### config.mk
export PLATFORM = sky130hd
export DESIGN_NAME = pwm_pair_timer
export DESIGN_NICKNAME = d
export VERILOG_FILES = /design/src/rtl/pwm_pair_pkg.sv /design/src/rtl/pwm_prescale.sv /design/src/rtl/pwm_count.sv /design/src/rtl/pwm_chan.sv /design/src/rtl/pwm_pair_timer.sv
export SDC_FILE = /design/constraint.sdc
export NUM_CORES = 1
export LEC_CHECK = 0
export BUFFER_PORTS_ARGS = -buffer_cell sky130_fd_sc_hd__buf_2
export CAP_MARGIN = 15
export CORE_UTILIZATION = 50
export CTS_BUF_LIST = sky130_fd_sc_hd__clkbuf_2
export DETAILED_ROUTE_END_ITERATION = 12
export PLACE_DENSITY = 0.68
export SLEW_MARGIN = 20
export SYNTH_ARGS = -nofsm -noshare
export SYNTH_HDL_FRONTEND = slang
export SYNTH_SLANG_ARGS = --single-unit
export TNS_END_PERCENT = 10
### constraint.sdc
create_clock -name clk -period 8.1 [get_ports clk]
set_input_delay 0.81 -clock clk [delete_from_list [all_inputs] [get_ports clk]]
set_output_delay 0.81 -clock clk [all_outputs]
set_load 0.03 [all_outputs]
### src/rtl/pwm_pair_pkg.sv
package pwm_pair_pkg;
  localparam int AW  = 3;
  localparam int NCH = 2;

  typedef enum logic [AW-1:0] {
    A_CTRL   = 3'd0,
    A_PERIOD = 3'd1,
    A_CMP0   = 3'd2,
    A_CMP1   = 3'd3,
    A_CFG0   = 3'd4,
    A_CFG1   = 3'd5
  } reg_addr_e;

  typedef enum logic [1:0] {
    ACT_NONE   = 2'b00,
    ACT_TOGGLE = 2'b01,
    ACT_CLEAR  = 2'b10,
    ACT_SET    = 2'b11
  } cmp_act_e;

  typedef struct packed {
    logic      full;
    logic      wrap_tgl;
    cmp_act_e  act;
    logic [1:0] mode;
  } ch_cfg_t;
endpackage

### src/rtl/pwm_prescale.sv
module pwm_prescale #(
  parameter int PS_W        = 3,
  parameter int DIV_LOG_MAX = 6
) (
  input  logic            clk,
  input  logic            rst,
  input  logic            run,
  input  logic            clr,
  input  logic [PS_W-1:0] sel,
  output logic            tick
);
  localparam int PC_W = DIV_LOG_MAX;

  logic [PS_W-1:0] sel_eff;
  logic [PC_W:0]   span;
  logic [PC_W-1:0] lim;
  logic [PC_W-1:0] pc_q;

  assign sel_eff = (sel > PS_W'(DIV_LOG_MAX)) ? PS_W'(DIV_LOG_MAX) : sel;
  assign span    = (PC_W+1)'(1) << sel_eff;
  assign lim     = span[PC_W-1:0] - PC_W'(1);
  assign tick    = run && (pc_q >= lim);

  always_ff @(posedge clk) begin
    if (rst || clr) pc_q <= '0;
    else if (run)   pc_q <= tick ? '0 : pc_q + PC_W'(1);
  end
endmodule

### src/rtl/pwm_count.sv
module pwm_count #(
  parameter int CW = 16
) (
  input  logic          clk,
  input  logic          rst,
  input  logic          clr,
  input  logic          step,
  input  logic [CW-1:0] period,
  output logic [CW-1:0] cnt_q,
  output logic [CW-1:0] nxt,
  output logic          wrap,
  output logic          ovf_q
);
  logic at_end;

  assign at_end = (cnt_q >= period);
  assign nxt    = at_end ? '0 : cnt_q + CW'(1);
  assign wrap   = step && at_end;

  always_ff @(posedge clk) begin
    if (rst) begin
      cnt_q <= '0;
      ovf_q <= 1'b0;
    end else begin
      ovf_q <= wrap;
      if (clr)       cnt_q <= '0;
      else if (step) cnt_q <= nxt;
    end
  end
endmodule

### src/rtl/pwm_chan.sv
module pwm_chan
  import pwm_pair_pkg::*;
#(
  parameter int CW = 16
) (
  input  logic          clk,
  input  logic          rst,
  input  logic          step,
  input  logic          wrap,
  input  logic [CW-1:0] nxt,
  input  logic [CW-1:0] cmp,
  input  logic          on,
  input  ch_cfg_t       cfg,
  output logic          pin,
  output logic          flag
);
  logic match;
  logic full_lvl;

  assign match    = step && (nxt == cmp);
  assign full_lvl = (cfg.act != ACT_SET);

  always_ff @(posedge clk) begin
    if (rst || !on) begin
      pin  <= 1'b0;
      flag <= 1'b0;
    end else begin
      flag <= match;
      if (cfg.full && cfg.wrap_tgl)
        pin <= full_lvl;
      else if (match && cfg.act != ACT_NONE)
        pin <= (cfg.act == ACT_TOGGLE) ? ~pin : cfg.act[0];
      else if (wrap && cfg.wrap_tgl)
        pin <= ~pin;
    end
  end
endmodule

### src/rtl/pwm_pair_timer.sv
module pwm_pair_timer
  import pwm_pair_pkg::*;
#(
  parameter int CW          = 16,
  parameter int PS_W        = 3,
  parameter int DIV_LOG_MAX = 6
) (
  input  logic            clk,
  input  logic            rst,
  input  logic            wr_en,
  input  logic [AW-1:0]   wr_addr,
  input  logic [CW-1:0]   wr_data,
  output logic [CW-1:0]   count,
  output logic            ovf_flag,
  output logic [NCH-1:0]  cmp_flag,
  output logic [NCH-1:0]  pwm_out
);
  localparam int CFG_W = $bits(ch_cfg_t);

  logic            halt_q;
  logic [PS_W-1:0] ps_q;
  logic [CW-1:0]   period_q;
  logic [CW-1:0]   cmp_q [NCH];
  ch_cfg_t         cfg_q [NCH];

  logic          clr_pulse, tick_raw, tick_e, wrap_tick;
  logic [CW-1:0] nxt_cnt;
  logic          linked, sel_q, pend_q, wr_idle;

  // register file
  assign clr_pulse = wr_en && (wr_addr == A_CTRL) && wr_data[1];

  always_ff @(posedge clk) begin
    if (rst) begin
      halt_q   <= 1'b0;
      ps_q     <= '0;
      period_q <= '1;
      for (int i = 0; i < NCH; i++) begin
        cmp_q[i] <= '0;
        cfg_q[i] <= '0;
      end
    end else if (wr_en) begin
      case (wr_addr)
        A_CTRL: begin
          halt_q <= wr_data[0];
          ps_q   <= wr_data[2 +: PS_W];
        end
        A_PERIOD: period_q <= wr_data;
        A_CMP0:   cmp_q[0] <= wr_data;
        A_CMP1:   cmp_q[1] <= wr_data;
        A_CFG0:   cfg_q[0] <= ch_cfg_t'(wr_data[CFG_W-1:0]);
        A_CFG1:   cfg_q[1] <= ch_cfg_t'(wr_data[CFG_W-1:0]);
        default:  ;
      endcase
    end
  end

  // time base
  pwm_prescale #(.PS_W(PS_W), .DIV_LOG_MAX(DIV_LOG_MAX)) u_pre (
    .clk(clk), .rst(rst), .run(!halt_q), .clr(clr_pulse),
    .sel(ps_q), .tick(tick_raw)
  );

  assign tick_e = tick_raw && !clr_pulse;

  pwm_count #(.CW(CW)) u_cnt (
    .clk(clk), .rst(rst), .clr(clr_pulse), .step(tick_e),
    .period(period_q), .cnt_q(count), .nxt(nxt_cnt),
    .wrap(wrap_tick), .ovf_q(ovf_flag)
  );

  // linked-pair compare source selection
  assign linked  = cfg_q[0].mode[1];
  assign wr_idle = wr_en && (((wr_addr == A_CMP0) && sel_q) ||
                             ((wr_addr == A_CMP1) && !sel_q));

  always_ff @(posedge clk) begin
    if (rst || !linked) begin
      sel_q  <= 1'b0;
      pend_q <= 1'b0;
    end else begin
      if (wrap_tick && pend_q) begin
        sel_q  <= ~sel_q;
        pend_q <= 1'b0;
      end
      if (wr_idle) pend_q <= 1'b1;
    end
  end

  // channels
  for (genvar g = 0; g < NCH; g++) begin : g_ch
    logic          ch_on;
    logic [CW-1:0] ch_cmp;
    if (g == 0) begin : g_lead
      assign ch_on  = (cfg_q[0].mode != 2'b00);
      assign ch_cmp = (linked && sel_q) ? cmp_q[1] : cmp_q[0];
    end else begin : g_follow
      assign ch_on  = (cfg_q[g].mode != 2'b00) && !linked;
      assign ch_cmp = cmp_q[g];
    end
    pwm_chan #(.CW(CW)) u_ch (
      .clk(clk), .rst(rst), .step(tick_e), .wrap(wrap_tick),
      .nxt(nxt_cnt), .cmp(ch_cmp), .on(ch_on), .cfg(cfg_q[g]),
      .pin(pwm_out[g]), .flag(cmp_flag[g])
    );
  end
endmodule

# After elaboration in Yosys (flattened, before gate mapping)
# Memory sizes are Yosys's and may differ from the RTL's.
# Cells that the tools add are included.
# op_classes
shift	1
n_bitwise	7
n_addsub	3
n_mux	36
n_reduce_logical	41
magnitude_cmp	3
n_eq_ne	11
# ops
op	n
$mux 16	4
$eq 16x16->1	2
$mux 1	28
$logic_and 1x1->1	19
$mux 6	3
$add 16x1->16 const B	1
$ge 16x16->1	1
$reduce_bool 2->1	5
$add 6x1->6 const B	1
$eq 3x2->1 const B	2
$eq 3x3->1 const B	2
$ge 6x6->1	1
$logic_not 1->1	6
$reduce_bool 3->1	2
$shl 1x3->6 const A	1
$sub 6x1->6 const B	1
$logic_or 1x1->1	5
$eq 2x1->1 const B	2
$ne 2x2->1 const B	2
$or 1x1->1	4
$reduce_and 2->1	2
$eq 3x1->1 const B	1
$gt 3x3->1 const B	1
$logic_not 3->1	1
other kinds (3)	5
# totals
out_inout_bits	21
ramBits	44
n_memories	2
wordCells	116
regBits	49
# memory_table
name	words	word_bits	read_ports	rd_clocked_by_memory_dff	wr	line_no	rtl
cmp_q	2	16	2	0	2	pwm_pair_timer.sv:23	logic [CW-1:0] cmp_q [NCH];
cfg_q	2	6	2	0	2	pwm_pair_timer.sv:24	ch_cfg_t cfg_q [NCH];

# Logic depth before layout (Yosys ltp)
# depth
ltp_word	12
mapped_depth	14

# Cells and area by module
# A second synthesis with hierarchy kept.
# hier_totals
cells_unflattened	541
area_unflattened_um2	5303.8
# by_module_without_submodules
module	cells_per_inst	instances	area_each_um2
pwm_pair_timer	198	1	2667.6
pwm_count	217	1	1574.0
pwm_chan	39	2	306.5
pwm_prescale	48	1	449.2

# Least setup slack after synthesis
# No wires, ideal clock.
# synth_path
path_kind	reg2reg
start	reg u_cnt.cnt_q[0]
end	reg g_ch[0].u_ch.pin
t_arrival_ns	3.039
required_ns	7.978
stages_incl_launch_ff	13
period_less_slack_ns	3.161
setup_slack_ns	4.939
path_buffers	1
path_cell_list	dfxtp_1 buf_2 inv_1 ha_1 a31oi_1 nor2b_1 o31ai_4 nand3_1 or4_1 and4_1 nor4_4 and3_1 nor3_2
# synth_via
elab_chain_cells	7
word_cells_on_any_way	11
cone_classes	add/sub (1); order compare (1); eq/ne (1); mux (3); reduce/logical (5)
# synth_rtl
item	line_no	rtl
from (decl)	pwm_count.sv:9	output logic [CW-1:0] cnt_q,
from (signal assigned)	pwm_count.sv:27	else if (step) cnt_q <= nxt;
$add 16x1->16 / $ge 16x16->1 (equally long branches)	pwm_count.sv:17, pwm_count.sv:16	
$mux 16	pwm_count.sv:17	assign nxt = at_end ? '0 : cnt_q + CW'(1);
$eq 16x16->1	pwm_chan.sv:20	assign match = step && (nxt == cmp);
$logic_and 1x1->1	pwm_chan.sv:20	
$logic_and 1x1->1	pwm_chan.sv:31	else if (match && cfg.act != ACT_NONE)
$mux 1	pwm_chan.sv:31	
$mux 1	pwm_chan.sv:29	if (cfg.full && cfg.wrap_tgl)
to (signal assigned)	pwm_chan.sv:30	pin <= full_lvl;
to (signal assigned)	pwm_chan.sv:32	pin <= (cfg.act == ACT_TOGGLE) ? ~pin : cfg.act[0];
to (signal assigned)	pwm_chan.sv:34	pin <= ~pin;
to (decl)	pwm_chan.sv:14	output logic pin,
# Parallel ways exist; a longest one is shown, timed or not.
# A chain may end at the register's enable or synchronous reset.

# Final worst setup path
# layout_path
start	reg u_cnt.cnt_q[0]
end	reg g_ch[1].u_ch.pin
# layout_via
elab_chain_cells	7
word_cells_on_any_way	11
cone_classes	add/sub (1); order compare (1); eq/ne (1); mux (3); reduce/logical (5)
# layout_rtl
item	line_no
$add 16x1->16 / $ge 16x16->1 (equally long branches)	pwm_count.sv:17, pwm_count.sv:16
$mux 16	pwm_count.sv:17
$eq 16x16->1	pwm_chan.sv:20
$logic_and 1x1->1	pwm_chan.sv:20
$logic_and 1x1->1	pwm_chan.sv:31
$mux 1	pwm_chan.sv:31
$mux 1	pwm_chan.sv:29
to (signal assigned)	pwm_chan.sv:30
to (signal assigned)	pwm_chan.sv:32
to (signal assigned)	pwm_chan.sv:34
to (decl)	pwm_chan.sv:14
# Parallel ways exist; a longest one is shown, timed or not.

==> results.toml <==
[synth]
synth-simple-area-share_pct = 23.7
synth_area_sq_mm = 0.00559
synthFlopType = "dfxtp_1"
synth_top_family_by_area = "simple AND/OR/NAND/NOR gates"
synth_top_cell_by_area = "edfxtp_1"
synth_edf_count = 44
muxShareOfSynthArea_pct = 3.47
seq_area_frac_synth_pct = 41.2
synthCells = 589
async_flop_share_pct = 0
syn_nets = 635
synth_warnings = 0
ys_ff_latch = 93
ys_types = 75
synth_common_cells = "54 x nand2_1, 54 x nor2_1, 49 x dfxtp_1"
syn_avg_cell_area_sq_um = 9.50
synth_fa_ha_area_share_pct = 5.37
synth_compound_area_share_pct = 16.3
yosys-top-cells-area = "edfxtp_1 24%, dfxtp_1 18%, ha_1 5.4%"
synth_top_area_share_pct = 23.6
synth_xor_area_share_pct = 6.20

[clocking]
ctsHoldBuffers = 0
tritoncts = "yes"
clock_latency_ns = 0.59
ctsResizeCount = 0
cts_root_buffer = "clkbuf_2"
numCtsBuffers = 9
cts_setup_buffers = 0
clockBufferDepth = 2
h-tree-depth = 3
clkSinkCount = 93
path_clk_slew_ns = 0.25

[floorplanning]
rows = 38
die_height_um = 108
core_area_sq_mm = 0.0109
die_area_sq_mm = 0.0116
die_w_um = 108
io_pins = 43
floorplan.initialDensity_pct = 51.4

[worst_setup_path]
cp.arrival_ns = 4.56
critical_path_buf_inv_count = 1
crit_type = "flop to flop"
required_ns = 8.60
critPathLaunchType = "flop"
slowest_delay_ns = 0.84
cp_max_fo = 24
crit_chain = "inv_1, ha_1, a31oi_1, nor2b_1, o31ai_4, nand3_1, a21oi_1, o32ai_1, or4_1, a311oi_1, a211oi_1"
slowest_stage = "nand3_1"
worst_setup_path_end_kind = "flop"
crit_family = "compound AO/OA/AOI/OAI gates"

[cells_and_area]
diodes = 0
drive_gt1_share_pct = 14.5
fillCellCount = 970
final_cell_area_sq_mm = 0.00604
fin_cells = 769
area_growth_pct = 7.92
num-nets-final = 670

[outcome]
status = "completed"

[placed_design]
place_area_sq_mm = 0.00591
place_inst = 753
gp_congestion = 0.926
hpwl_um = 11300
numPortBuffers = 42

[sta]
rsz0062_at_grt = "no"
finalSetupTns_ns = 0
setup_viol = 0
max_slew_margin_pct = 28.1
worst_clock_skew_ns = 0.0321
worst_pin_slew_ns = 1.08
timing.fmax_ghz = 0.246
slew_violations = 0
finalCritPeriodShare_pct = 50.2
hold_viol = 0
period_minus_slack_ns = 4.06
holdWs_ns = 0.454

[drt]
viasPerCell = 6.11
wirelength_um = 14600
drt_iter0_markers = 403
ant_nets = 0
wire_per_inst_um = 19.0
num_vias = 4702
drt_pre_antenna_iters = 5
drc = 0

[grt]
antenna_found_initial = 0
gr-usage-all-layers_pct = 26.8
grt_pass1_vias = 4245
grt_pass1_wl_um = 23100
grt_max_degree = 33
overflow = 0

[power_and_ir_drop]
power.total_uw = 932
powerDensity_mw_per_mm2 = 154
p_sw_share_pct = 30.6
p_leak_nw = 2.48
pwr-share-comb_pct = 16.0
ir_drop_mv = 0.0813
clockPowerShare_pct = 25.7
p_seq_share_pct = 58.3
switchingPower_uw = 285
p_int_uw = 647

[hold_path]
hold_class = "primary input to flop"

[flow_run]
max_cap_viol_count = 0
[per-layer routing]
metal  GRT usage, %  vias to the layer above  routed length (um)
met4           10.7                        0                 297
met2           38.6                      192                6400
met1           38.8                     2239                6710
met3           5.69                       23                1220
li1               -                     2248                   -
met5              0                        -                   0
[power by group through the flow]
stage | clock [mW] | sequential, mW | combinational (mW)
5_1_grt | 0.266 | 0.547 | 0.162
6_report | 0.239 | 0.543 | 0.149
2_1_floorplan | 0 | 0.550 | 0.101
3_5_place_dp | 0 | 0.553 | 0.147
4_1_cts | 0.249 | 0.543 | 0.147
3_3_place_gp | 0 | 0.551 | 0.145
[flip-flops by register name, indices dropped and copies added (netlist names)]
| signal | cells |
|---|---|
| cmp_q | 32 |
| period_q | 16 |
| u_cnt.cnt_q | 16 |
| cfg_q | 12 |
| u_pre.pc_q | 6 |
| ps_q | 3 |
| g_ch.u_ch.flag | 2 |
| g_ch.u_ch.pin | 2 |
| halt_q | 1 |
| pend_q | 1 |
| sel_q | 1 |
| u_cnt.ovf_q | 1 |
[layout make-up]
class	count	area, sq um	share of cell area (%)
repair buffers	48	255	4.23
clock inverters	6	70.1	1.16
flip-flops and latches	93	2300	38.1
multi-input cells	445	3080	51.1
inverters	27	101	1.68
clock buffers	10	50.0	0.829
well taps	140	175	2.90
[kinds of logic after synthesis]
| logic type | after synthesis |
|---|---|
| fa+ha+maj | 24 |
| xor+xnor | 34 |
| buf+inv | 51 |
| simple gates | 238 |
| mux | 19 |
| compound gates | 130 |
| flops | 93 |
[through the flow]
stage | util, % | setup slack, ns
floorplan | - | 4.94
global placement | 54.3 | 4.30
finish | 55.4 | 4.04
CTS | 55.4 | 4.10
detailed placement | 54.3 | 4.15
global route | 55.4 | 3.71
[worst register-to-register path, cell delays in order, from the launching register on]
cell,delay [ns]
dfxtp_1,0.61
inv_1,0.12
ha_1,0.31
a31oi_1,0.13
nor2b_1,0.10
o31ai_4,0.35
nand3_1,0.84
a21oi_1,0.47
o32ai_1,0.18
or4_1,0.53
a311oi_1,0.29
a211oi_1,0.07
[placed cells by master (no fill, tap or decap), types with 4 or more instances in the layout]
master / instances
edfxtp_1: 44
nor4_4: 4
a2111oi_0: 4
nand2_1: 54
o211ai_1: 16
a21oi_1: 36
clkbuf_2: 10
ha_1: 24
nor2_1: 53
o21a_1: 4
nor2b_1: 8
xnor2_1: 19
and3_1: 4
nor3_1: 21
buf_2: 42
inv_1: 27
nand3_1: 20
and2_1: 24
nand3b_1: 4
xor2_1: 11
mux2i_1: 16
buf_4: 6
or4_1: 4
a211oi_1: 4
o21ai_0: 18
dfxtp_1: 49
nor4_1: 6
nand4_1: 11
a31oi_1: 5
[path summary, 6_finish.rpt]
| kind | slack (ns) | from | cells past startpoint | endpoint |
|---|---|---|---|---|
| max | 4.04 | u_cnt.cnt_q[0]$_SDFFE_PP0N_ | 11 | g_ch[1].u_ch.pin$_SDFFE_PP0P_ |
| min reg2reg | 0.52 | period_q[6]$_SDFFE_PP1P_ | 2 | period_q[6]$_SDFFE_PP1P_ |
| min | 0.45 | wr_data[9] | 3 | period_q[9]$_SDFFE_PP1P_ |
| max reg2reg | 4.04 | u_cnt.cnt_q[0]$_SDFFE_PP0N_ | 11 | g_ch[1].u_ch.pin$_SDFFE_PP0P_ |
(Power assumes the default switching activity.)
